==> src/rtl/data_tenure_ctrl.sv <==
module data_tenure_ctrl #(
  parameter int BURST_BEATS = 4,
  parameter int MIN_ACK_GAP = 2,
  localparam int BW = $clog2(BURST_BEATS + 1),
  localparam int AW = $clog2(MIN_ACK_GAP + 1)
) (
  input  logic          clk,
  input  logic          rst_n,
  input  logic          xfer_start_n,
  input  logic          xfer_type3,
  input  logic          burst_req,
  input  logic          dgrant_n,
  input  logic          retry_n,
  input  logic          xack_n,
  input  logic          dvalid_n,
  input  logic          err_clear,
  output logic          dbusy_n,
  output logic          tenure_active,
  output logic [BW-1:0] beat_count,
  output logic          tenure_done,
  output logic          early_ack_err
);

  logic          pend, pend_burst, own, cur_burst, gap;
  logic [AW-1:0] age;

  wire          ack        = !xack_n || !dvalid_n;
  wire          req        = !xfer_start_n && xfer_type3;
  wire          busy       = own || gap;
  wire          qual       = pend && !dgrant_n && retry_n && !busy;
  wire [BW-1:0] last_beat  = cur_burst ? BW'(BURST_BEATS) : BW'(1);
  wire          abort      = own && (beat_count == '0) && !retry_n;
  wire          beat_ev    = own && ack && !abort;
  wire          final_beat = beat_ev && ((beat_count + BW'(1)) == last_beat);
  wire          early      = ack && (req || (age < AW'(MIN_ACK_GAP)));

  assign dbusy_n       = ~own;
  assign tenure_active = own;

  always_ff @(posedge clk or negedge rst_n) begin
    if (!rst_n) begin
      pend          <= 1'b0;
      pend_burst    <= 1'b0;
      own           <= 1'b0;
      cur_burst     <= 1'b0;
      gap           <= 1'b0;
      beat_count    <= '0;
      age           <= AW'(MIN_ACK_GAP);
      tenure_done   <= 1'b0;
      early_ack_err <= 1'b0;
    end else begin
      gap         <= final_beat || abort;
      tenure_done <= final_beat;

      if (req) begin
        pend       <= 1'b1;
        pend_burst <= burst_req;
      end else if (qual) begin
        pend <= 1'b0;
      end else if (abort) begin
        pend       <= 1'b1;
        pend_burst <= cur_burst;
      end

      if (qual) begin
        own        <= 1'b1;
        cur_burst  <= pend_burst;
        beat_count <= '0;
      end else begin
        if (abort || final_beat) own <= 1'b0;
        if (beat_ev) beat_count <= beat_count + BW'(1);
      end

      if (req) age <= AW'(1);
      else if (age < AW'(MIN_ACK_GAP)) age <= age + AW'(1);

      if (early) early_ack_err <= 1'b1;
      else if (err_clear) early_ack_err <= 1'b0;
    end
  end

  assert_qual_grant_R3: assert property (@(posedge clk) disable iff (!rst_n)
    $fell(dbusy_n) |-> $past(!dgrant_n && retry_n));

  assert_release_gap_R4: assert property (@(posedge clk) disable iff (!rst_n)
    $rose(dbusy_n) |=> dbusy_n);

  assert_done_pulse_R4: assert property (@(posedge clk) disable iff (!rst_n)
    tenure_done |=> !tenure_done);

  assert_done_released_R4: assert property (@(posedge clk) disable iff (!rst_n)
    tenure_done |-> (dbusy_n && !tenure_active));

  assert_beat_limit_R5: assert property (@(posedge clk) disable iff (!rst_n)
    tenure_active |-> (beat_count < BW'(BURST_BEATS)));

  assert_retry_abort_R7: assert property (@(posedge clk) disable iff (!rst_n)
    (tenure_active && beat_count == '0 && !retry_n) |=> (!tenure_active && !tenure_done));

  assert_err_sticky_R9: assert property (@(posedge clk) disable iff (!rst_n)
    (early_ack_err && !err_clear) |=> early_ack_err);

endmodule

==> config.mk <==
export PLATFORM = sky130hd
export DESIGN_NAME = data_tenure_ctrl
export DESIGN_NICKNAME = d
export VERILOG_FILES = /design/src/rtl/data_tenure_ctrl.sv
export SDC_FILE = /design/constraint.sdc
export NUM_CORES = 1
export LEC_CHECK = 0
export ABC_AREA = 1
export BUFFER_PORTS_ARGS = -buffer_cell sky130_fd_sc_hd__buf_4
export CAP_MARGIN = 5
export CORE_AREA = 2 2 39 41
export DETAILED_ROUTE_END_ITERATION = 7
export DIE_AREA = 0 0 41 43
export PLACE_DENSITY = 0.7
export SLEW_MARGIN = 20
export SYNTH_ARGS = -nofsm -noshare
export SYNTH_HDL_FRONTEND = slang
export SYNTH_SLANG_ARGS = --single-unit
==> constraint.sdc <==
create_clock -name clk -period 2.4 [get_ports clk]
set_clock_uncertainty 0.15 [all_clocks]
set_input_delay 0.48 -clock clk [delete_from_list [all_inputs] [get_ports clk]]
set_output_delay 0.48 -clock clk [all_outputs]
set_load 0.01 [all_outputs]
* Yosys cells after proc, flatten, opt, wreduce, memory -nomap -nowiden *
Cells that the tools add are included.
Widths: inputs -> output; s select.

operators by class
  reductions and logical operators = 29
  magnitude comparators = 1
  bitwise logic cells = 1
  multiplexer cells = 15
  add/sub/neg operators = 2
  equal/unequal tests = 2

operators by type and width
  cell                 count
  $logic_and 1x1->1    10
  $mux 1               10
  $reduce_bool 2->1    5
  $mux 3               3
  $logic_not 1->1      7
  $logic_or 1x1->1     4
  $mux 2               2
  $add 3x1->3 const B  1
  $eq 3x3->1           1
  $logic_not 3->1      1
  $reduce_bool 3->1    1
  $add 2x1->2 const B  1
  $lt 2x2->1 const B   1
  $ne 2x2->1 const B   1
  $reduce_and 2->1     1
  $not 1->1            1

storage, ports and cells
  flip-flop bits (word level) = 12
  word-level logic and storage cells = 59
  output and inout port bits = 7

* Depth between registers and ports, before layout *
Gate-level depths: netlist of run 1.

  word-level depth = 9
  gate-level depth with buffers = 10

* Least setup slack after synthesis of run 1 *
No wires, ideal clock.

  kind = reg2reg
  start = register beat_count[0]
  end = register own (netlist: tenure_active)
  data arrival time = 1.221 ns
  path slack = 0.906 ns
  library setup time = 0.123 ns
  cell stages (with the launch flop) = 11
  clock period less this slack = 1.494 ns
  data required time = 2.127 ns
  cells stage by stage = dfrtp_1 inv_1 ha_1 nand2_1 inv_1 nand2_2 nand2_2 nor2_4 nand2_2 nand3_1 nand2_1

on the way
  longest elaborated chain between the ends = 8
  elaborated cells between the ends (all ways) = 10

ends and longest elaborated chain
  what                                                 RTL line  text
  start: declaration                                   19        output logic [BW-1:0] beat_count,
  start signal: assignment                             71        if (beat_ev) beat_count <= beat_count + BW'(1);
  branches (longest 6 deep; another with $add 3x1->3)  n/a
  $logic_or 1x1->1 *                                   70        if (abort || final_beat) own <= 1'b0;
  $reduce_bool 2->1 (no line) *                        n/a
  end signal: assignment                               44        own <= 1'b0;
  end signal: assignment                               66        own <= 1'b1;
  end signal: assignment                               70
  end: declaration                                     24        logic pend, pend_burst, own, cur_burst, gap;

Mark *: on every way between the ends.
A chain may end at the register's enable or synchronous reset.

* Final worst setup path of run 1 *
  start = register own (netlist: tenure_active)
  end = output port dbusy_n

on the way
  longest elaborated chain between the ends = 1

ends and longest elaborated chain
  what              RTL line  text
  $not 1->1         37        assign dbusy_n = ~own;
  end: declaration  17        output logic dbusy_n,

Every way passes these cells.

==> impl_metrics.tcl, run 1 <==
set metrics [dict create \
    tightest_slew_ns 0.2275 \
    criticalPathCategory "reg -> out" \
    status "completed" \
    worst-r2r-setup-slack_ns 0.85 \
    irDropWorstVdd_uv 480.5 \
    dieHeight_um 43 \
    max_clock_freq_mhz 634.3 \
    die_area_mm2 0.001763 \
    clock_sink_count 12 \
    cellPowerDensity_mw_per_mm2 1119 \
    fp-row-count 14 \
    hpwl_um 893.3 \
    path_clk_slew_ns 0.07 \
    cts_made_buffers 3 \
    cp.required_ns 1.77 \
    grt_pass1_vias 409 \
    ctsLongestPathBuffers 2 \
    final.hold.worst_slack_ns 0.2507 \
    worstHoldPathCells 2 \
    rsz0062_at_grt "no" \
    finalMaxSlewViolations 0 \
    r2r_end "tenure_active" \
    reg2reg_depth 10 \
    initial_utilization_pct 42.86 \
    design_area_um2 769.5 \
    final_cell_mix "17 x sky130_fd_sc_hd__nand2_1, 16 x sky130_fd_sc_hd__inv_1, 16 x sky130_fd_sc_hd__buf_4" \
    placedCellCount 104 \
    clock_latency_ns 0.27 \
    cts_htree_levels 1 \
    number_of_cells_produced_by_synthesis 72 \
    antenna_violating_nets_post_route 0 \
    netlist.top_cell.by_area "sky130_fd_sc_hd__dfrtp_1" \
    overall_fraction_of_global_route_tracks_in_use_pct 13.75 \
    timing.critical_path.arrival_ns 0.95 \
    drt_wl_total_um 1093 \
    initialDrtViolationCount 8 \
    cts_hold_buffers 1 \
    drcViolationCount 0 \
    antenna-diode-count 0 \
    timing.final.crit_period_ns 1.576 \
    core_region_area_mm2 0.001384 \
    synth.ff_latch_count 12 \
    hold_crit_path_type "in -> reg" \
    place_ws_ns 0.8517 \
    fin_ws_ns 0.8235 \
    r2r-start "beat_count[0]" \
    slew-limit-headroom_pct 84.79 \
    yosysUniqueCellTypes 16 \
    p_leak_nw 0.4537 \
    ctsRootBufferMaster "sky130_fd_sc_hd__clkbuf_4" \
    synth_area_per_cell_um2 8.237 \
    cts_tree "yes" \
    min_delay_startpoint "err_clear" \
    drtPass1Iterations 4 \
    mostFrequentLayoutCell "sky130_fd_sc_hd__nand2_1" \
    setup_violations 0 \
    timing.setup.tns_ns 0 \
    antenna_found_initial 0 \
    buffer_ports.inserted 16 \
    worstSetupStartpointType "flop" \
    layout-drive-gt1-share_pct 29.03 \
    sequential_fraction_of_the_synthesis_area_pct 50.84 \
    post-cts-setup-buffer-count 0 \
    nNetsFinal 106 \
    grt_overflow 0 \
    worstHoldEndpoint "early_ack_err" \
    synth_area_um2 593.1 \
    report.final.hold_viol_count 0 \
    floorplan.io_pins 17 \
    resized_cells_post_cts 0 \
    timing.critical_path.to_type "primary output" \
    via_count_normalized_by_instance_count 4.523 \
    post_synth_main_area_contributors "sky130_fd_sc_hd__dfrtp_1 46%, sky130_fd_sc_hd__nand2_1 11%, sky130_fd_sc_hd__inv_1 10%" \
    area_growth_syn_to_layout_pct 29.75 \
    post_dp_cell_area_um2 733.2 \
    maxCapViolCount 0 \
    die_w_um 41 \
    syn-num-nets 84 \
    routedWlPerCell_um 10.03 \
    synth-warning-count 0 \
    dr_total_vias 493 \
    cp-startpoint "tenure_active" \
    post_route_clock_period_utilization_pct 65.69 \
    first_pass_grt_wire_length_um 1649 \
    gpl.final_weighted_congestion 0.7192 \
    synth_top_area_share_pct 46.41 \
    grt_start_max_net_pins 13 \
    critical_path_peak_fanout 4 \
    instances_no_fill 109 \
]
## flip-flops by register name, indices dropped and copies added (netlist names)
name	flops
age	2
beat_count	3
cur_burst	1
early_ack_err	1
gap	1
pend	1
pend_burst	1
tenure_active	1
tenure_done	1
## metrics by stage
step / power [W] / utilization (%)
floorplan: 0.0005952 / -
global placement: 0.0007336 / 52.98
detailed placement: 0.0007426 / 52.98
CTS: 0.0008735 / 55.61
global route: 0.0009369 / 55.61
finish: 0.0008612 / 55.61
## kinds of logic (layout without fill, tap and decap cells)
logic type / Yosys count / count (layout) / share of synthesized area (%)
AO/OA/AOI/OAI: 7 / 7 / 6.539
adder cells (fa/ha/maj): 2 / 2 / 4.219
buffers and inverters: 16 / 37 / 10.13
flip-flops: 12 / 12 / 50.84
AND/OR/NAND/NOR: 35 / 35 / 28.27
## where the power goes
group	switching (W)	internal (W)
sequential	0.0000568	0.000282
clock	0.0000620	0.0000643
combinational	0.000222	0.000174
## layout make-up
cell class	count	area, µm²
Multi-Input combinational cell	44	231.5
Tap cell	16	20.02
Timing Repair Buffer	17	130.1
Inverter	16	60.06
Sequential cell	12	301.5
Clock buffer	4	26.28
Fill cell	124	614.3
## routing by layer
metal,global-route usage [%],share of wire (%)
met2,20.00,47
met5,0,0
met4,6.000,0
met1,17.85,48
met3,4.712,4.7
## synthesized netlist by cell type (all sizes together)
library cell	instances
nand3	7
dfstp	1
o21ai	5
a21oi	2
dfrtp	11
inv	16
nand2	20
nor2	5
nor3	2
ha	2
nand4	1
## critical path, cell delays in order, from the launching register on
cell and delay, ns:
sky130_fd_sc_hd__dfrtp_1 0.42, sky130_fd_sc_hd__inv_1 0.13, sky130_fd_sc_hd__buf_4 0.14
## worst max-delay path by stage
stage                     to  slack [ns]  depth (start not counted)
2_1_floorplan  tenure_active        0.91                         10
3_3_place_gp   tenure_active        0.89                         10
3_5_place_dp   tenure_active        0.85                         10
4_1_cts              dbusy_n        0.82                          2
5_1_grt        tenure_active        0.75                         10
6_report             dbusy_n        0.82                          2
(Power assumes the default switching activity.)
==> run 2, diff against run 1 <==
--- a/config.mk
+++ b/config.mk
@@ -5,13 +5,13 @@
 export SDC_FILE = /design/constraint.sdc
 export NUM_CORES = 1
 export LEC_CHECK = 0
-export ABC_AREA = 1
+export ABC_AREA = 0
 export BUFFER_PORTS_ARGS = -buffer_cell sky130_fd_sc_hd__buf_4
 export CAP_MARGIN = 5
 export CORE_AREA = 2 2 39 41
 export DETAILED_ROUTE_END_ITERATION = 7
 export DIE_AREA = 0 0 41 43
-export PLACE_DENSITY = 0.7
+export PLACE_DENSITY = 0.72
 export SLEW_MARGIN = 20
 export SYNTH_ARGS = -nofsm -noshare
 export SYNTH_HDL_FRONTEND = slang
==> constraint.sdc (replaced) <==
create_clock -name clk -period 1.5 [get_ports clk]
set_clock_uncertainty 0.15 [all_clocks]
set_input_delay 0.3 -clock clk [delete_from_list [all_inputs] [get_ports clk]]
set_output_delay 0.3 -clock clk [all_outputs]
set_load 0.01 [all_outputs]
==> impl_metrics.tcl, run 2 <==
set metrics [dict create \
    synth-warning-count 0 \
    p_leak_nw 0.4193 \
    mostFrequentLayoutCell "sky130_fd_sc_hd__buf_4" \
    critical_path_peak_fanout 4 \
    post_dp_cell_area_um2 783.3 \
    yosysUniqueCellTypes 30 \
    antenna-diode-count 0 \
    top_regs "beat_count: 3 flops, age: 2 flops" \
    initialDrtViolationCount 9 \
    cts_htree_levels 1 \
    initial_utilization_pct 44.67 \
    cts_made_buffers 3 \
    grt_overflow 0 \
    syn-num-nets 72 \
    clock_latency_ns 0.28 \
    netlist.top_cell.by_area "sky130_fd_sc_hd__dfrtp_1" \
    fp-row-count 14 \
    routedWlPerCell_um 14.72 \
    maxCapViolCount 0 \
    final_cell_mix "22 x sky130_fd_sc_hd__buf_4, 9 x sky130_fd_sc_hd__dfrtp_1, 5 x sky130_fd_sc_hd__nor2_1" \
    setup_violations 6 \
    hpwl_um 913.8 \
    violations "negative setup slack" \
    largest_register_ffs 3 \
    regArea_um2 304.0 \
    largest_register "beat_count" \
    number_of_cells_produced_by_synthesis 60 \
    rsz0062_at_grt "yes" \
    layout-drive-gt1-share_pct 53.41 \
    die_area_mm2 0.001763 \
    timing.critical_path.arrival_ns 1.54 \
    ctsLongestPathBuffers 2 \
    post_synth_main_area_contributors "sky130_fd_sc_hd__dfrtp_1 45%, sky130_fd_sc_hd__dfstp_2 4.3%, sky130_fd_sc_hd__ha_1 4.0%" \
    clock_sink_count 12 \
    synth.ff_latch_count 12 \
    tightest_slew_ns 0.3284 \
    criticalPathCategory "reg -> reg" \
    design_area_um2 930.9 \
    synth_top_area_share_pct 44.53 \
    via_count_normalized_by_instance_count 5.442 \
    status "finished with violations" \
    worstSetupStartpointType "flop" \
    finalMaxSlewViolations 0 \
    fin_ws_ns -0.02893 \
    grt_pass1_vias 522 \
    synth_area_um2 618.1 \
    drtPass1Iterations 4 \
    instances_no_fill 104 \
    irDropWorstVdd_uv 931.5 \
    cellPowerDensity_mw_per_mm2 1792 \
    synth_area_per_cell_um2 10.30 \
    slew-limit-headroom_pct 77.98 \
    dr_total_vias 566 \
    sequential_fraction_of_the_synthesis_area_pct 48.79 \
    antenna_violating_nets_post_route 0 \
    report.final.hold_viol_count 0 \
    die_w_um 41 \
    area_growth_syn_to_layout_pct 50.61 \
    gpl.final_weighted_congestion 0.7558 \
    final.hold.worst_slack_ns 0.04796 \
    drcViolationCount 0 \
    drt_wl_total_um 1531 \
    overall_fraction_of_global_route_tracks_in_use_pct 17.68 \
    cts_tree "yes" \
    hold_crit_path_type "in -> reg" \
    core_region_area_mm2 0.001384 \
    synth.most_common_cell "sky130_fd_sc_hd__dfrtp_1" \
    first_pass_grt_wire_length_um 2104 \
    placedCellCount 94 \
    antenna_found_initial 0 \
    buffer_ports.inserted 16 \
    ctsRootBufferMaster "sky130_fd_sc_hd__clkbuf_4" \
    post_synth_most_frequent_cells "11 x sky130_fd_sc_hd__dfrtp_1, 5 x sky130_fd_sc_hd__inv_1, 5 x sky130_fd_sc_hd__nand2_1, 5 x sky130_fd_sc_hd__nor2_1" \
    synth-async-reset-ratio_pct 100.0 \
    final_core_util_pct 67.27 \
    post_route_clock_period_utilization_pct 101.9 \
    nNetsFinal 101 \
    path_clk_slew_ns 0.08 \
    timing.final.crit_period_ns 1.529 \
    footprint_of_the_multi_input_gates_um2 365.4 \
    grt_start_max_net_pins 13 \
    dominantRegCellSynth "sky130_fd_sc_hd__dfrtp_1" \
    synth-edff-count 0 \
    floorplan.io_pins 17 \
    max_clock_freq_mhz 654.1 \
    dieHeight_um 43 \
    final.fill_count 111 \
    cp.required_ns 1.51 \
    timing.critical_path.to_type "flop" \
]
## run 2: where the power goes
group / internal (W) / switching (W) / total (W)
logic: 0.000461 / 0.000364 / 0.000825
clock network: 0.000148 / 0.000116 / 0.000263
registers: 0.000447 / 0.000133 / 0.000580
## run 2: layout make-up
cell class	count	share of cell area [%]
multi-input combinational	43	39.25
sequential	12	32.66
timing repair buffer	24	20.03
clock buffer	4	3.898
tap	16	2.151
inverter	5	2.016
## run 2: worst max-delay path, stage by stage (launching register included)
cell                      delay, ns
sky130_fd_sc_hd__dfrtp_2       0.45
sky130_fd_sc_hd__inv_2         0.09
sky130_fd_sc_hd__ha_4          0.13
sky130_fd_sc_hd__or3b_4        0.42
sky130_fd_sc_hd__nand2_2       0.10
sky130_fd_sc_hd__o31ai_1       0.07
## run 2: per-layer routing
| layer | vias up | GRT usage (%) | share of wire (%) |
|---|---|---|---|
| met5 | - | 0 | 0 |
| met4 | 0 | 8.000 | 0.98 |
| met3 | 4 | 3.141 | 4.3 |
| met2 | 14 | 28.44 | 53 |
| met1 | 283 | 21.74 | 42 |
| li1 | 265 | - | - |
## run 2: repair_timing
item,CTS,global route
gates cloned,0,0
endpoints found under the hold margin,12,0
gates resized for setup,5,12
pin swaps,1,3
buffers inserted,2,3
endpoints found under the setup margin,7,7
hold buffers,1,0
## run 2: path summary, 6_finish.rpt
path | from | to | slack, ns | depth (start not counted)
worst min register to register | pend | pend | 0.35 | 1
worst max-delay path | beat_count[1] | gap | -0.03 | 5
max in group asynchronous | rst_n | age[1] | 0.73 | 2
worst min-delay path | err_clear | early_ack_err | 0.05 | 2
min in group asynchronous | rst_n | early_ack_err | 0.24 | 2
worst max register to register | beat_count[1] | gap | -0.03 | 5
## run 2: logic make-up (layout without fill, tap and decap cells)
kind of cell,after synthesis,in the layout,share of synthesized area (%)
mux,3,3,5.667
fa+ha+maj,2,2,4.048
buf+inv,5,33,3.037
compound gates,13,13,15.18
flops,12,12,48.79
simple gates,23,23,20.45
xor+xnor,2,2,2.835
## run 2: metrics by stage
stage / power (W) / setup slack, ns / setup TNS (ns)
4_1_cts: 0.001487 / 0.01320 / 0
6_report: 0.001668 / -0.02893 / -0.08820
3_3_place_gp: 0.001157 / 0.008095 / 0
3_5_place_dp: 0.001172 / -0.03696 / -0.09195
2_1_floorplan: 0.0009556 / 0.003369 / 0
5_1_grt: 0.001760 / -0.07131 / -0.3703
==> run 3, diff against run 2 <==
--- a/config.mk
+++ b/config.mk
@@ -12,7 +12,7 @@
 export DETAILED_ROUTE_END_ITERATION = 7
 export DIE_AREA = 0 0 41 43
 export PLACE_DENSITY = 0.72
-export SLEW_MARGIN = 20
+export REMOVE_ABC_BUFFERS = 1
 export SYNTH_ARGS = -nofsm -noshare
 export SYNTH_HDL_FRONTEND = slang
 export SYNTH_SLANG_ARGS = --single-unit
==> impl_metrics.tcl, run 3 (synthesized netlist as in run 2, its figures left out) <==
set metrics [dict create \
    status "finished with violations" \
    violations "negative setup slack" \
    post_dp_cell_area_um2 795.8 \
    setup_violations 7 \
    place_ws_ns -0.1098 \
    dr_total_vias 569 \
    antenna_found_initial 0 \
    timing.setup.tns_ns -0.2498 \
    mostFrequentLayoutCell "sky130_fd_sc_hd__buf_4" \
    routedWlPerCell_um 14.59 \
    dieHeight_um 43 \
    report.final.hold_viol_count 0 \
    worstHoldEndpoint "early_ack_err" \
    clock_sink_count 12 \
    tightest_slew_ns 0.3530 \
    initial_utilization_pct 44.67 \
    first_pass_grt_wire_length_um 2173 \
    worstSetupStartpointType "flop" \
    cellPowerDensity_mw_per_mm2 1817 \
    nNetsFinal 101 \
    reg2reg_depth 4 \
    hold_crit_path_type "in -> reg" \
    rsz0062_at_grt "yes" \
    worstHoldPathCells 2 \
    cts_made_buffers 3 \
    r2r_end "tenure_active" \
    max_clock_freq_mhz 641.5 \
    clock_latency_ns 0.27 \
    cts_htree_levels 1 \
    final.fill_count 108 \
    slew-limit-headroom_pct 76.33 \
    finalMaxSlewViolations 0 \
    min_delay_startpoint "err_clear" \
    fin_ws_ns -0.05877 \
    via_count_normalized_by_instance_count 5.471 \
    drtPass1Iterations 4 \
    criticalPathCategory "reg -> reg" \
    cts_tree "yes" \
    overall_fraction_of_global_route_tracks_in_use_pct 18.47 \
    regArea_um2 304.0 \
    final_core_util_pct 68.63 \
    drcViolationCount 0 \
    post-layout-total-power_w 0.001725 \
    core_region_area_mm2 0.001384 \
    ctsLongestPathBuffers 2 \
    path_clk_slew_ns 0.08 \
    r2r-start "beat_count[1]" \
    p_leak_nw 0.4305 \
    antenna-diode-count 0 \
    irDropWorstVdd_uv 900.1 \
    timing.critical_path.arrival_ns 1.61 \
    grt_pass1_vias 531 \
    timing.final.crit_period_ns 1.559 \
    floorplan.io_pins 17 \
    timing.critical_path.to_type "flop" \
    largest_register_ffs 3 \
    die_area_mm2 0.001763 \
    drt_wl_total_um 1517 \
    die_w_um 41 \
    hpwl_um 1003 \
    top_regs "beat_count: 3 flops, age: 2 flops" \
    area_growth_syn_to_layout_pct 53.64 \
    footprint_of_the_multi_input_gates_um2 372.9 \
    critical_path_peak_fanout 4 \
    post_route_clock_period_utilization_pct 103.9 \
    fp-row-count 14 \
    layout-drive-gt1-share_pct 52.27 \
    gpl.final_weighted_congestion 0.7417 \
    grt_overflow 0 \
    cp.required_ns 1.55 \
    initialDrtViolationCount 2 \
    design_area_um2 949.7 \
    antenna_violating_nets_post_route 0 \
    largest_register "beat_count" \
    maxCapViolCount 0 \
    buffer_ports.inserted 16 \
    worst-r2r-setup-slack_ns -0.06 \
    grt_start_max_net_pins 13 \
    ctsRootBufferMaster "sky130_fd_sc_hd__clkbuf_4" \
    final_cell_mix "19 x sky130_fd_sc_hd__buf_4, 9 x sky130_fd_sc_hd__dfrtp_1, 5 x sky130_fd_sc_hd__nor2_1" \
]
==> run 3: critical path: stages, from the launching register on <==
cell and delay [ns]:
sky130_fd_sc_hd__dfrtp_2 0.45, sky130_fd_sc_hd__ha_4 0.18, sky130_fd_sc_hd__xnor2_2 0.15, sky130_fd_sc_hd__mux2i_2 0.35, sky130_fd_sc_hd__a2bb2oi_2 0.19
==> run 3: how the worst max path moves through the flow <==
stage	start	endpoint	slack [ns]	cells past startpoint
2_1_floorplan	beat_count[0]	gap	-0.08	5
3_3_place_gp	beat_count[0]	gap	-0.09	5
3_5_place_dp	beat_count[0]	gap	-0.11	5
4_1_cts	beat_count[0]	beat_count[1]	-0.02	5
5_1_grt	beat_count[1]	tenure_active	-0.10	4
6_report	beat_count[1]	tenure_active	-0.06	4
==> run 3: where the power goes <==
part | internal, W | switching [W]
combinational | 0.000496 | 0.000397
clock | 0.000148 | 0.000115
sequential | 0.000447 | 0.000123
total | 0.00109 | 0.000635
==> run 3: repair_timing <==
item | CTS | global route
hold buffers | 1 | 0
setup buffers | 1 | 1
endpoints found under the setup margin | 7 | 9
hold endpoints to repair | 12 | 0
resized for setup | 5 | 17
pin swaps | 2 | 6
==> run 3: stage by stage <==
step | std cells | hold slack (ns)
final | 104 | 0.06151
after global routing | 104 | 0.09008
after CTS | 103 | 0.05892
after detailed placement | 97 | -0.0007242
after global placement | 97 | -0.001387
after floorplan | 60 | -0.1456
==> run 3: routing by layer <==
layer  share of wire [%]  GRT usage, %  vias up
met2                  55         30.94       19
met3                 4.6         3.141        2
li1                    -             -      269
met4                0.99         8.000        0
met5                   0             0        -
met1                  39         21.69      279
==> run 3: layout make-up <==
class / instances / share of cell area [%]
clock buffer: 4 / 3.821
inverter: 5 / 1.976
multi-input combinational: 43 / 39.26
sequential: 12 / 32.02
tap: 16 / 2.108
timing repair buffer: 24 / 20.82
